===== config.mk =====
export PLATFORM = sky130hd
export DESIGN_NAME = erase_range_walker
export DESIGN_NICKNAME = d
export VERILOG_FILES = /design/src/rtl/erw_pkg.sv /design/src/rtl/erw_region.sv /design/src/rtl/erw_range_check.sv /design/src/rtl/erase_range_walker.sv
export SDC_FILE = /design/constraint.sdc
export NUM_CORES = 1
export LEC_CHECK = 0
export BUFFER_PORTS_ARGS = -buffer_cell sky130_fd_sc_hd__buf_4
export CAP_MARGIN = 15
export CORE_AREA = 2 2 135 85
export DETAILED_ROUTE_END_ITERATION = 12
export DIE_AREA = 0 0 137 87
export GPL_TIMING_DRIVEN = 0
export PLACE_DENSITY_LB_ADDON = 0.3
export SLEW_MARGIN = 20
export SYNTH_ARGS = -nofsm -noshare
export SYNTH_HDL_FRONTEND = slang
export SYNTH_SLANG_ARGS = --single-unit

===== constraint.sdc =====
create_clock -name clk -period 4.3 [get_ports clk]
set_clock_uncertainty 0.05 [all_clocks]
set_input_delay 0.43 -clock clk [delete_from_list [all_inputs] [get_ports clk]]
set_output_delay 0.43 -clock clk [all_outputs]
set_load 0.01 [all_outputs]

===== src/rtl/erw_pkg.sv =====
package erw_pkg;

    typedef enum logic [2:0] {
        ST_IDLE,
        ST_CHECK,
        ST_ISSUE,
        ST_WAIT,
        ST_REPORT
    } erw_state_e;

    typedef enum logic [1:0] {
        RES_OK      = 2'd0,
        RES_INVALID = 2'd1,
        RES_IOFAIL  = 2'd2
    } erw_result_e;

endpackage


===== src/rtl/erw_region.sv =====
// Maps a byte address to the block size of the region holding it and
// reports whether the address sits on a block boundary of that region.
module erw_region #(
    parameter int          XW          = 33,
    parameter int unsigned BOUNDARY    = 32'h0002_0000,
    parameter int unsigned SMALL_BYTES = 32'h0000_4000,
    parameter int unsigned LARGE_BYTES = 32'h0002_0000
) (
    input  logic [XW-1:0] addr,
    output logic [XW-1:0] blk_bytes,
    output logic          aligned
);
    localparam logic [XW-1:0] EDGE_X  = XW'(BOUNDARY);
    localparam logic [XW-1:0] SMALL_X = XW'(SMALL_BYTES);
    localparam logic [XW-1:0] LARGE_X = XW'(LARGE_BYTES);

    always_comb begin
        blk_bytes = (addr < EDGE_X) ? SMALL_X : LARGE_X;
        aligned   = ((addr & (blk_bytes - XW'(1))) == '0);
    end
endmodule


===== src/rtl/erw_range_check.sv =====
// Judges a latched request: zero length, or illegal by range or alignment.
module erw_range_check #(
    parameter int          XW          = 33,
    parameter int unsigned BOUNDARY    = 32'h0002_0000,
    parameter int unsigned TOTAL       = 32'h0040_0000,
    parameter int unsigned SMALL_BYTES = 32'h0000_4000,
    parameter int unsigned LARGE_BYTES = 32'h0002_0000
) (
    input  logic [XW-1:0] start_addr,
    input  logic [XW-1:0] byte_len,
    output logic          zero_len,
    output logic          bad
);
    localparam logic [XW-1:0] TOTAL_X = XW'(TOTAL);

    logic [XW-1:0] end_addr;
    logic [XW-1:0] unused_start_step;
    logic [XW-1:0] unused_end_step;
    logic          start_al;
    logic          end_al;

    assign end_addr = start_addr + byte_len;

    erw_region #(
        .XW(XW), .BOUNDARY(BOUNDARY),
        .SMALL_BYTES(SMALL_BYTES), .LARGE_BYTES(LARGE_BYTES)
    ) u_start_rgn (
        .addr(start_addr), .blk_bytes(unused_start_step), .aligned(start_al)
    );

    erw_region #(
        .XW(XW), .BOUNDARY(BOUNDARY),
        .SMALL_BYTES(SMALL_BYTES), .LARGE_BYTES(LARGE_BYTES)
    ) u_end_rgn (
        .addr(end_addr), .blk_bytes(unused_end_step), .aligned(end_al)
    );

    always_comb begin
        zero_len = (byte_len == '0);
        bad      = (end_addr > TOTAL_X) || !start_al || !end_al;
    end
endmodule


===== src/rtl/erase_range_walker.sv =====
module erase_range_walker
    import erw_pkg::*;
#(
    parameter int ADDR_W      = 32,
    parameter int WORD_BYTES  = 4,
    parameter int SMALL_WORDS = 4096,
    parameter int SMALL_COUNT = 8,
    parameter int LARGE_WORDS = 32768,
    parameter int LARGE_COUNT = 31
) (
    input  logic              clk,
    input  logic              rst_n,
    input  logic              req_valid,
    output logic              req_ready,
    input  logic [ADDR_W-1:0] req_start,
    input  logic [ADDR_W-1:0] req_len,
    output logic              ers_go,
    output logic [ADDR_W-1:0] ers_addr,
    input  logic              ers_done,
    input  logic              ers_fail,
    output logic              sts_valid,
    output logic [1:0]        sts_code
);
    localparam int          XW          = ADDR_W + 1;
    localparam int unsigned SMALL_BYTES = WORD_BYTES * SMALL_WORDS;
    localparam int unsigned LARGE_BYTES = WORD_BYTES * LARGE_WORDS;
    localparam int unsigned BOUNDARY    = SMALL_BYTES * SMALL_COUNT;
    localparam int unsigned TOTAL       = BOUNDARY + LARGE_BYTES * LARGE_COUNT;

    erw_state_e    state_q;
    erw_result_e   code_q;
    logic [XW-1:0] addr_q;
    logic [XW-1:0] rem_q;
    logic [XW-1:0] step;
    logic          walk_al;
    logic          chk_zero;
    logic          chk_bad;

    erw_range_check #(
        .XW(XW), .BOUNDARY(BOUNDARY), .TOTAL(TOTAL),
        .SMALL_BYTES(SMALL_BYTES), .LARGE_BYTES(LARGE_BYTES)
    ) u_check (
        .start_addr(addr_q), .byte_len(rem_q),
        .zero_len(chk_zero), .bad(chk_bad)
    );

    erw_region #(
        .XW(XW), .BOUNDARY(BOUNDARY),
        .SMALL_BYTES(SMALL_BYTES), .LARGE_BYTES(LARGE_BYTES)
    ) u_walk_rgn (
        .addr(addr_q), .blk_bytes(step), .aligned(walk_al)
    );

    // State register and the request bookkeeping it carries.
    always_ff @(posedge clk) begin
        if (!rst_n) begin
            state_q <= ST_IDLE;
            code_q  <= RES_OK;
            addr_q  <= '0;
            rem_q   <= '0;
        end else begin
            unique case (state_q)
                ST_IDLE: begin
                    if (req_valid) begin
                        addr_q  <= {1'b0, req_start};
                        rem_q   <= {1'b0, req_len};
                        state_q <= ST_CHECK;
                    end
                end
                ST_CHECK: begin
                    if (chk_zero) begin
                        code_q  <= RES_OK;
                        state_q <= ST_REPORT;
                    end else if (chk_bad) begin
                        code_q  <= RES_INVALID;
                        state_q <= ST_REPORT;
                    end else begin
                        state_q <= ST_ISSUE;
                    end
                end
                ST_ISSUE: state_q <= ST_WAIT;
                ST_WAIT: begin
                    if (ers_done) begin
                        if (ers_fail) begin
                            code_q  <= RES_IOFAIL;
                            state_q <= ST_REPORT;
                        end else begin
                            addr_q <= addr_q + step;
                            rem_q  <= rem_q - step;
                            if (rem_q == step) begin
                                code_q  <= RES_OK;
                                state_q <= ST_REPORT;
                            end else begin
                                state_q <= ST_ISSUE;
                            end
                        end
                    end
                end
                ST_REPORT: state_q <= ST_IDLE;
                default:   state_q <= ST_IDLE;
            endcase
        end
    end

    // Outputs decoded from the state register.
    always_comb begin
        req_ready = (state_q == ST_IDLE);
        ers_go    = (state_q == ST_ISSUE);
        ers_addr  = addr_q[ADDR_W-1:0];
        sts_valid = (state_q == ST_REPORT);
        sts_code  = code_q;
    end


    busy_after_accept_chk: assert property (@(posedge clk) disable iff (!rst_n)
        (req_valid && req_ready) |=> !req_ready);


    ready_after_status_chk: assert property (@(posedge clk) disable iff (!rst_n)
        sts_valid |=> (req_ready && !sts_valid));


    single_go_chk: assert property (@(posedge clk) disable iff (!rst_n)
        ers_go |=> !ers_go);


    go_on_boundary_chk: assert property (@(posedge clk) disable iff (!rst_n)
        ers_go |-> (walk_al && ({1'b0, ers_addr} < XW'(TOTAL))));


    remaining_covers_step_chk: assert property (@(posedge clk) disable iff (!rst_n)
        (state_q == ST_WAIT) |-> (rem_q >= step));


    fail_reported_chk: assert property (@(posedge clk) disable iff (!rst_n)
        (sts_valid && sts_code == 2'd2) |-> $past(ers_done && ers_fail));
endmodule


# After elaboration in Yosys (flattened, before gate mapping)
# Cells that the tools add are included.
# Widths: inputs -> output; s select.
[word_totals]
word_cells = 60
regBits = 71
input_bits = 69
out_inout_bits = 37
[op_classes]
n_mux = 23
n_bitwise = 2
reduce_logical = 13
n_lt_le_gt_ge = 3
n_eq_ne = 10
addsub = 5
[op_table]
columns = ["cell", "n"]
rows = [
  ["$mux 33", 6],
  ["$pmux 33 s2", 2],
  ["$logic_not 33->1", 3],
  ["$add 33x33->33", 2],
  ["$and 33x33->33", 2],
  ["$lt 33x18->1 const B", 2],
  ["$sub 18x1->19 const B", 2],
  ["$mux 18", 2],
  ["$eq 33x33->1", 1],
  ["$gt 33x23->1 const B", 1],
  ["$sub 33x33->33", 1],
  ["$mux 3", 6],
  ["$pmux 3 s4", 1],
  ["$mux 2", 5],
  ["$reduce_and 4->1", 2],
  ["$eq 3x2->1 const B", 2],
  ["$ne 2x2->1 const B", 3],
  ["$ne 3x3->1 const B", 2],
  ["$pmux 2 s2", 1],
  ["$reduce_bool 2->1", 2],
  ["$eq 3x1->1 const B", 1],
  ["$eq 3x3->1 const B", 1],
  ["$logic_not 3->1", 1],
  ["$logic_not 1->1", 2],
  ["2 further kinds", 3],
]

# Logic depth before layout (Yosys ltp)
# Gate-level depths: netlist of the first run.
[logic_depth]
word_depth = 11
depth_mapped = 15
depth_no_buf = 15

# Cells and area by module
# Synthesis of the first run repeated with hierarchy kept, for this count alone.
[hier_totals]
cells_unflattened = 1450
area_unflattened_um2 = 10362.4
[modules_own_cells]
columns = ["module", "cells_per_inst", "area_per_inst_um2", "n_inst", "seq_area_each_um2"]
rows = [
  ["erase_range_walker", 963, 7071.8, 1, 1421.4],
  ["erw_range_check", 352, 2344.7, 1, 0.0],
  ["erw_region", 45, 315.3, 3, 0.0],
]

# Worst setup path before layout of the first run
# OpenSTA, ideal clock, no wires.
[synth_timing]
path_type = "flip-flop to flip-flop"
from = "reg addr_q[19]"
to = "reg state_q[1]"
setup_ns = 0.070
stages_incl_launch_ff = 14
required_ns = 4.180
slack_ns = 0.517
synth_period_minus_slack_ns = 3.783
arrival_time_ns = 3.663
path_buffers = 0
cell_sequence = "dfxtp_1 > nor4_1 > nand4_1 > ha_1 > or4_4 > a2111oi_4 > o2111ai_1 > or4b_1 > nor4_1 > o2111ai_1 > and4b_1 > o2111ai_1 > or4_1 > a21oi_1"
[synth_between]
elab_chain_cells = 11
elab_cells_between_ends = 23
cone_classes = "add/sub: 3; order compare: 3; eq/ne: 1; mux: 8; bitwise: 2; reduce/logical: 6"
[synth_lines]
columns = ["item", "line", "rtl"]
rows = [
  ["start: declaration", "erase_range_walker.sv:32", "logic [XW-1:0] addr_q;"],
  ["start signal: assignment", "erase_range_walker.sv:65", "addr_q <= {1'b0, req_start};"],
  ["start signal: assignment", "erase_range_walker.sv:88", "addr_q <= addr_q + step;"],
  ["$add 33x33->33 / $lt 33x18->1 (equally long branches)", "erw_range_check.sv:22, erw_region.sv:18", ""],
  ["$lt 33x18->1 / $mux 18 (equally long branches)", "erw_region.sv:18", "blk_bytes = (addr < EDGE_X) ? SMALL_X : LARGE_X;"],
  ["$mux 18 / $sub 18x1->19 (equally long branches)", "erw_region.sv:18, erw_region.sv:19", ""],
  ["$sub 18x1->19 / $and 33x33->33 (equally long branches)", "erw_region.sv:19", "aligned = ((addr & (blk_bytes - XW'(1))) == '0);"],
  ["$and 33x33->33 / $logic_not 33->1 (equally long branches)", "erw_region.sv:19", ""],
  ["$logic_not 33->1 / $logic_not 1->1 (equally long branches)", "erw_region.sv:19, erw_range_check.sv:40", ""],
  ["$logic_not 1->1 / $logic_or 1x1->1 (equally long branches)", "erw_range_check.sv:40", "bad = (end_addr > TOTAL_X) || !start_al || !end_al;"],
  ["$logic_or 1x1->1", "erw_range_check.sv:40", ""],
  ["$mux 3", "erase_range_walker.sv:74", "end else if (chk_bad) begin"],
  ["$mux 3", "erase_range_walker.sv:71", "if (chk_zero) begin"],
  ["$pmux 3 s4 (*)", "erase_range_walker.sv:62", "unique case (state_q)"],
  ["end signal: assignment", "erase_range_walker.sv:73", "state_q <= ST_REPORT;"],
  ["end signal: assignment", "erase_range_walker.sv:76", "state_q <= ST_REPORT;"],
  ["end signal: assignment", "erase_range_walker.sv:78", "state_q <= ST_ISSUE;"],
  ["end: declaration", "erase_range_walker.sv:30", "erw_state_e state_q;"],
]
# Mark *: on every way between the ends. The rest lies on a longest branch, timed or not. The select of a mux whose other input is x is not followed.
# A chain may end at the register's enable or synchronous reset.

# Worst setup path in the final report of the first run
[layout_timing]
from = "reg addr_q[28]"
to = "reg code_q[0] (netlist: sts_code[0])"
[layout_between]
elab_chain_cells = 10
elab_cells_between_ends = 20
cone_classes = "add/sub: 3; order compare: 3; eq/ne: 3; mux: 2; bitwise: 2; reduce/logical: 7"
[layout_lines]
columns = ["item", "line", "rtl"]
rows = [
  ["$add 33x33->33 / $lt 33x18->1 (equally long branches)", "erw_range_check.sv:22, erw_region.sv:18", ""],
  ["$lt 33x18->1 / $mux 18 (equally long branches)", "erw_region.sv:18", ""],
  ["$mux 18 / $sub 18x1->19 (equally long branches)", "erw_region.sv:18, erw_region.sv:19", ""],
  ["$sub 18x1->19 / $and 33x33->33 (equally long branches)", "erw_region.sv:19", ""],
  ["$and 33x33->33 / $logic_not 33->1 (equally long branches)", "erw_region.sv:19", ""],
  ["$logic_not 33->1 / $logic_not 1->1 (equally long branches)", "erw_region.sv:19, erw_range_check.sv:40", ""],
  ["$logic_not 1->1 / $logic_or 1x1->1 (equally long branches)", "erw_range_check.sv:40", ""],
  ["$logic_or 1x1->1", "erw_range_check.sv:40", ""],
  ["$ne 3x3->1 (no line)", "--", ""],
  ["$reduce_and 4->1 (no line) (*)", "--", ""],
  ["end signal: assignment", "erase_range_walker.sv:58", "code_q <= RES_OK;"],
  ["end signal: assignment", "erase_range_walker.sv:72", "code_q <= RES_OK;"],
  ["end signal: assignment", "erase_range_walker.sv:75", "code_q <= RES_INVALID;"],
  ["end: declaration", "erase_range_walker.sv:31", "erw_result_e code_q;"],
]
# Mark *: on every way between the ends. The rest lies on a longest branch, timed or not.

==> results.cfg, run 1 <==
[outcome]
status = finished, violations left
violations = setup timing

[placed_design]
pre_cts_slack_ns = -0.685
io_buffers = 105
globalplace.congestion = 0.991
dp_hpwl_microns = 15400

[cts]
cts_buffers = 9
cts_root_buf = clkbuf_16
clk_latency_ns = 0.35
clockBufferDepth = 2
tritoncts = built
cts.sinks = 71
htree_levels = 3
clkTransAtPathRegs_ns = 0.07

[route]
avgViaCountPerCell = 6.33
firstDrtPassIters = 5
wl_per_cell_microns = 18.5
ant_nets = 0
drcViolationCount = 0
vias = 6894
wirelength_microns = 20200
dr.first_iter.drc_count = 972

[floorplan]
rows = 30
die_width_microns = 137
die_height_microns = 87
die_area_sq_um = 11900
pin_count = 106
start_util_pct = 55.1
core_sq_um = 10800

[global_route]
grt_util_met3_pct = 13.3
grt_pass1_wl_microns = 31200
grt_pass1_vias = 5918
grt_max_degree = 15
antenna_found_initial = 0
grt_overflow = 0
globalRouteMet2Util_pct = 42.1
grt.total_usage_pct = 33.8
busiest_layer = met1
grt_use_met1_pct = 53.1

[sta]
slew_violations = 0
max_freq_mhz = 224
setup_violations = 4
min_period_ns = 4.46
tightestPinTransition_ns = 1.00
finalHoldViolations = 0
fin_ws_ns = -0.159
fin_crit_sh_pct = 104
rsz0062_at_grt = yes
relSlewSlack_pct = 32.7

[yosys]
netlist.area_leader.share_pct = 23.9
synth_cell_types = 64
synth_edf_count = 0
ys_seq_elements = 71
async_flop_share_pct = 0
avgSynthCellArea_sq_um = 7.29
syn_inst = 817
synth_area_leaders = dfxtp_1, ha_1, nand2_1
synth.largest_area_cell = dfxtp_1
synth_nets = 926
synth_top_flop_cell = dfxtp_1
yosys_warnings = 0
seq_area_frac_synth_pct = 23.9
syn_area_sq_um = 5960

[layout]
register_area_sq_um = 1430
num_antenna_cells = 0
area_growth_pct = 24.4
n_fill_cell = 961
drive_gt1_share_pct = 20.7
final_cell_mix = buf_4, nand2_1, dfxtp_1
multiInputGateArea_sq_um = 4220
fin_nets = 1049
final_util_pct = 68.6
final_common_cell = buf_4

[critical_path]
critPathRequiredTime_ns = 4.49
slowest_delay_ns = 0.60
critPathMostFrequentCell = nor4_4
cp_slowest_cell = or4b_4
end_kind = flop
cpLargestDelayFamily = simple AND/OR/NAND/NOR gates
worst_ep_arrival_time_ns = 4.65
critPathBufInv = 1
crit_type = flop to flop
start_kind = flop
cp_max_fo = 6
crit_path_cell_trace = nor4_4 -> nand4_1 -> ha_2 -> or4_4 -> a2111oi_4 -> o2111ai_2 -> or4b_4 -> nor4_4 -> o2111ai_1 -> and4b_1 -> o2111ai_4 -> buf_6 -> or2_4 -> a32o_1

[flow_run]
maxCapViolCount = 0

[hold_path]
worst_hold_path_type = input port to flop

[pwr]
leakagePower_nw = 3.18
ir_drop_uv = 189
powerDensity_nw_per_um2 = 295
## what timing repair did
action	4_1_cts	5_1_grt
cloned	0	0
gates resized for setup	16	10
setup endpoints to repair	5	6
hold buffers	0	0
setup buffers	4	3
pin swaps	7	12
## stage by stage
step / setup TNS (ns) / instances / area (sq um) / hold slack [ns] / total power (W)
finish: -0.553 / 1089 / 7410 / 0.290 / 0.00219
global route: -0.925 / 1089 / 7410 / 0.300 / 0.00227
CTS: -0.0718 / 1086 / 7330 / 0.292 / 0.00214
detailed placement: -2.56 / 1066 / 6930 / 0.432 / 0.00138
global placement: -2.41 / 1066 / 6930 / 0.427 / 0.00138
floorplan: 0 / 817 / 5960 / 0.410 / 0.00116
## synthesized netlist by cell type, types with 8 or more instances
library cell  instances
xnor2_1               8
a21boi_0             30
dfxtp_1              71
o21ai_0              63
nor4_1               14
and2_1               22
nor2_1               64
and3_1                9
nand2_1             123
a21oi_1              62
buf_4                32
nor3_1               17
a22oi_1              14
clkbuf_1             40
nand4_1              13
xor2_1               14
nand3_1              18
inv_1                14
o211ai_1              9
a31oi_1               8
ha_1                 39
## path summary, 6_finish.rpt
check / from / end / slack [ns] / cells after the start
worst max register to register: addr_q[28] / sts_code[0] / -0.16 / 14
worst max-delay path: addr_q[28] / sts_code[0] / -0.16 / 14
worst min register to register: rem_q[13] / rem_q[13] / 0.45 / 2
worst min-delay path: req_start[8] / addr_q[8] / 0.29 / 3
## power by group
part,total (W),switching [W],internal [W]
Clock,0.000758,0.000342,0.000416
Sequential,0.000779,0.0000765,0.000703
Combinational,0.000650,0.000362,0.000288
Total,0.00219,0.000780,0.00141
## area by class of cell
| cell class | count | area share [%] |
|---|---|---|
| Inverter | 14 | 0.709 |
| Clock inverter | 6 | 0.709 |
| Sequential cell | 71 | 19.3 |
| Buffer | 74 | 5.37 |
| Tap cell | 144 | 2.43 |
| Clock buffer | 10 | 3.22 |
| Multi-Input combinational cell | 658 | 56.9 |
| Timing Repair Buffer | 112 | 11.4 |
## registers in the layout (all words and copies together), names as in the netlist
| register | count |
|---|---|
| sts_code | 2 |
| rem_q | 33 |
| addr_q | 33 |
| state_q | 3 |
## worst reg2reg max path, delay by kind of cell (launching register included)
kind / cells / cell delay [ns]
adder cells (fa/ha/maj): 1 / 0.24
AO/OA/AOI/OAI: 5 / 1.01
AND/OR/NAND/NOR: 7 / 2.46
flip-flops: 1 / 0.37
buffers and inverters: 1 / 0.20
## routing by layer
metal  part of all wire [%]  wire [microns]
met1                     46            9280
met2                     37            7500
met3                     16            3190
met4                   0.94             189
met5                      0               0
## logic make-up (layout without fill, tap and decap cells)
| group | count (synthesis) | count (layout) | share of synthesized area [%] |
|---|---|---|---|
| flip-flops | 71 | 71 | 23.9 |
| AND/OR/NAND/NOR | 314 | 314 | 24.9 |
| buffers and inverters | 88 | 216 | 7.56 |
| AO/OA/AOI/OAI | 279 | 279 | 31.3 |
| multiplexers | 2 | 2 | 0.378 |
| adder cells (fa/ha/maj) | 41 | 41 | 8.70 |
| XOR/XNOR | 22 | 22 | 3.23 |
No activity file was read; power rests on OpenSTA's default activity.
==> inputs of run 2 (changes only) <==
- REMOVE_ABC_BUFFERS: not set -> 1
==> results.cfg, run 2 (synthesized netlist as in run 1, its figures left out) <==
[global_route]
grt_max_degree = 72
grt_overflow = 0
grt.total_usage_pct = 30.5
grt_pass1_wl_microns = 28800
grt_pass1_vias = 5587
antenna_found_initial = 0

[sta]
rsz0062_at_grt = yes
relSlewSlack_pct = 30.9
tightestPinTransition_ns = 1.03
finalHoldViolations = 0
max_freq_mhz = 237
min_period_ns = 4.22
slew_violations = 0
setup_violations = 0
whs_ns = 0.298
fin_crit_sh_pct = 98.2
fin_ws_ns = 0.0767

[placed_design]
io_buffers = 105
dp_hpwl_microns = 13800
pre_cts_slack_ns = -0.620
globalplace.congestion = 0.926

[layout]
final_util_pct = 65.2
final_common_cell = nand2_1
final_cell_mix = nand2_1, buf_4, dfxtp_1
num_antenna_cells = 0
n_fill_cell = 968
top_regs = addr_q x33, rem_q x33, state_q x3
area_growth_pct = 18.3
fin_nets = 979
drive_gt1_share_pct = 19.1

[pwr]
finalPower_w = 0.00208
swShare_pct = 34.0
pwr-share-clk_pct = 33.6
ir_drop_uv = 186
cell_internal_pwr_w = 0.00137
p_comb_share_pct = 29.2
seqPwrFrac_pct = 37.3
p_sw_w = 0.000707
leakagePower_nw = 2.97
powerDensity_nw_per_um2 = 295

[route]
dr.first_iter.drc_count = 615
ant_nets = 0
vias = 6400
drcViolationCount = 0
wirelength_microns = 18200
avgViaCountPerCell = 6.29
wl_per_cell_microns = 17.9
firstDrtPassIters = 5

[cts]
clkTransAtPathRegs_ns = 0.06
htree_levels = 3
cts_buffers = 9
postCtsHoldBufs = 0
tritoncts = built
clockBufferDepth = 2
clk_latency_ns = 0.34
cts_root_buf = clkbuf_16
cts.sinks = 71

[critical_path]
crit_type = flop to flop
slowest_delay_ns = 0.52
cpLargestDelayFamily = simple AND/OR/NAND/NOR gates
cp_max_fo = 8
end_kind = flop
crit_path_cell_trace = nor4_4 -> buf_4 -> nand4_1 -> ha_2 -> or4_4 -> a2111oi_4 -> o2111ai_1 -> or4b_4 -> nor4_4 -> o2111ai_2 -> and4b_1 -> o2111ai_4 -> or4_1 -> a21oi_1
critPathBufInv = 1
critPathMostFrequentCell = nor4_4
start_kind = flop
worst_ep_arrival_time_ns = 4.44
critPathRequiredTime_ns = 4.52
cp_slowest_cell = or4b_4

[floorplan]
start_util_pct = 55.1
rows = 30
pin_count = 106
die_area_sq_um = 11900
core_sq_um = 10800
die_height_microns = 87
die_width_microns = 137

[outcome]
status = complete, no violations

[flow_run]
maxCapViolCount = 0

[hold_path]
worst_hold_path_type = input port to flop
-- run 2: cell types whose count changed in the layout (fill, tap and decap cells not counted), sizes merged --
cell,before,now
clkbuf,50,10
inv,17,14
clkinvlp,2,4
buf,146,116
-- run 2: worst register-to-register path, stage by stage (launching register included) --
cell	delay [ns]
dfxtp_4	0.38
nor4_4	0.26
buf_4	0.17
nand4_1	0.18
ha_2	0.25
or4_4	0.42
a2111oi_4	0.24
o2111ai_1	0.16
or4b_4	0.52
nor4_4	0.28
o2111ai_2	0.14
and4b_1	0.32
o2111ai_4	0.17
or4_1	0.45
a21oi_1	0.15
-- run 2: per-stage QoR --
step           area (sq um)  cells  setup TNS [ns]
6_report               7050   1018               0
5_1_grt                7050   1018         -0.0563
4_1_cts                7000   1017               0
3_5_place_dp           6620    998           -2.44
3_3_place_gp           6530    992          -41.00
2_1_floorplan          5560    743               0
-- run 2: cell type report --
| class | count | area, sq um | share of cell area [%] |
|---|---|---|---|
| well taps | 144 | 180 | 2.56 |
| flip-flops and latches | 71 | 1430 | 20.3 |
| clock buffers | 10 | 239 | 3.39 |
| clock inverters | 5 | 35.0 | 0.497 |
| inverters | 14 | 52.6 | 0.745 |
| multi-input cells | 658 | 4210 | 59.8 |
| repair buffers | 116 | 902 | 12.8 |
-- run 2: worst paths after layout --
kind / from / to / slack (ns) / cells after the start
hold / removal: req_start[0] / addr_q[0] / 0.30 / 3
setup / recovery: addr_q[28] / state_q[1] / 0.08 / 14
hold reg to reg: rem_q[13] / rem_q[13] / 0.45 / 2
setup reg to reg: addr_q[28] / state_q[1] / 0.08 / 14
-- run 2: repair_timing --
action	in CTS	in global routing
endpoints found under the setup margin	5	5
hold endpoints to repair	0	0
resized for setup	15	6
setup buffers	4	1
pin swaps	6	5
-- run 2: layer usage --
| layer | global-route usage, % | vias to the layer above | wire length, microns |
|---|---|---|---|
| li1 | - | 3090 | - |
| met1 | 47.6 | 2986 | 8910 |
| met2 | 41.8 | 303 | 7330 |
| met3 | 7.10 | 21 | 1790 |
| met4 | 6.28 | 0 | 178 |
| met5 | 0 | - | 0 |
-- run 2: power groups by stage --
stage	Sequential [W]	Clock [W]	Combinational [W]
after floorplan	0.000771	0	0.000351
after global placement	0.000777	0	0.000552
after detailed placement	0.000781	0	0.000566
final	0.000774	0.000697	0.000606
after global routing	0.000780	0.000736	0.000660
after CTS	0.000771	0.000706	0.000585
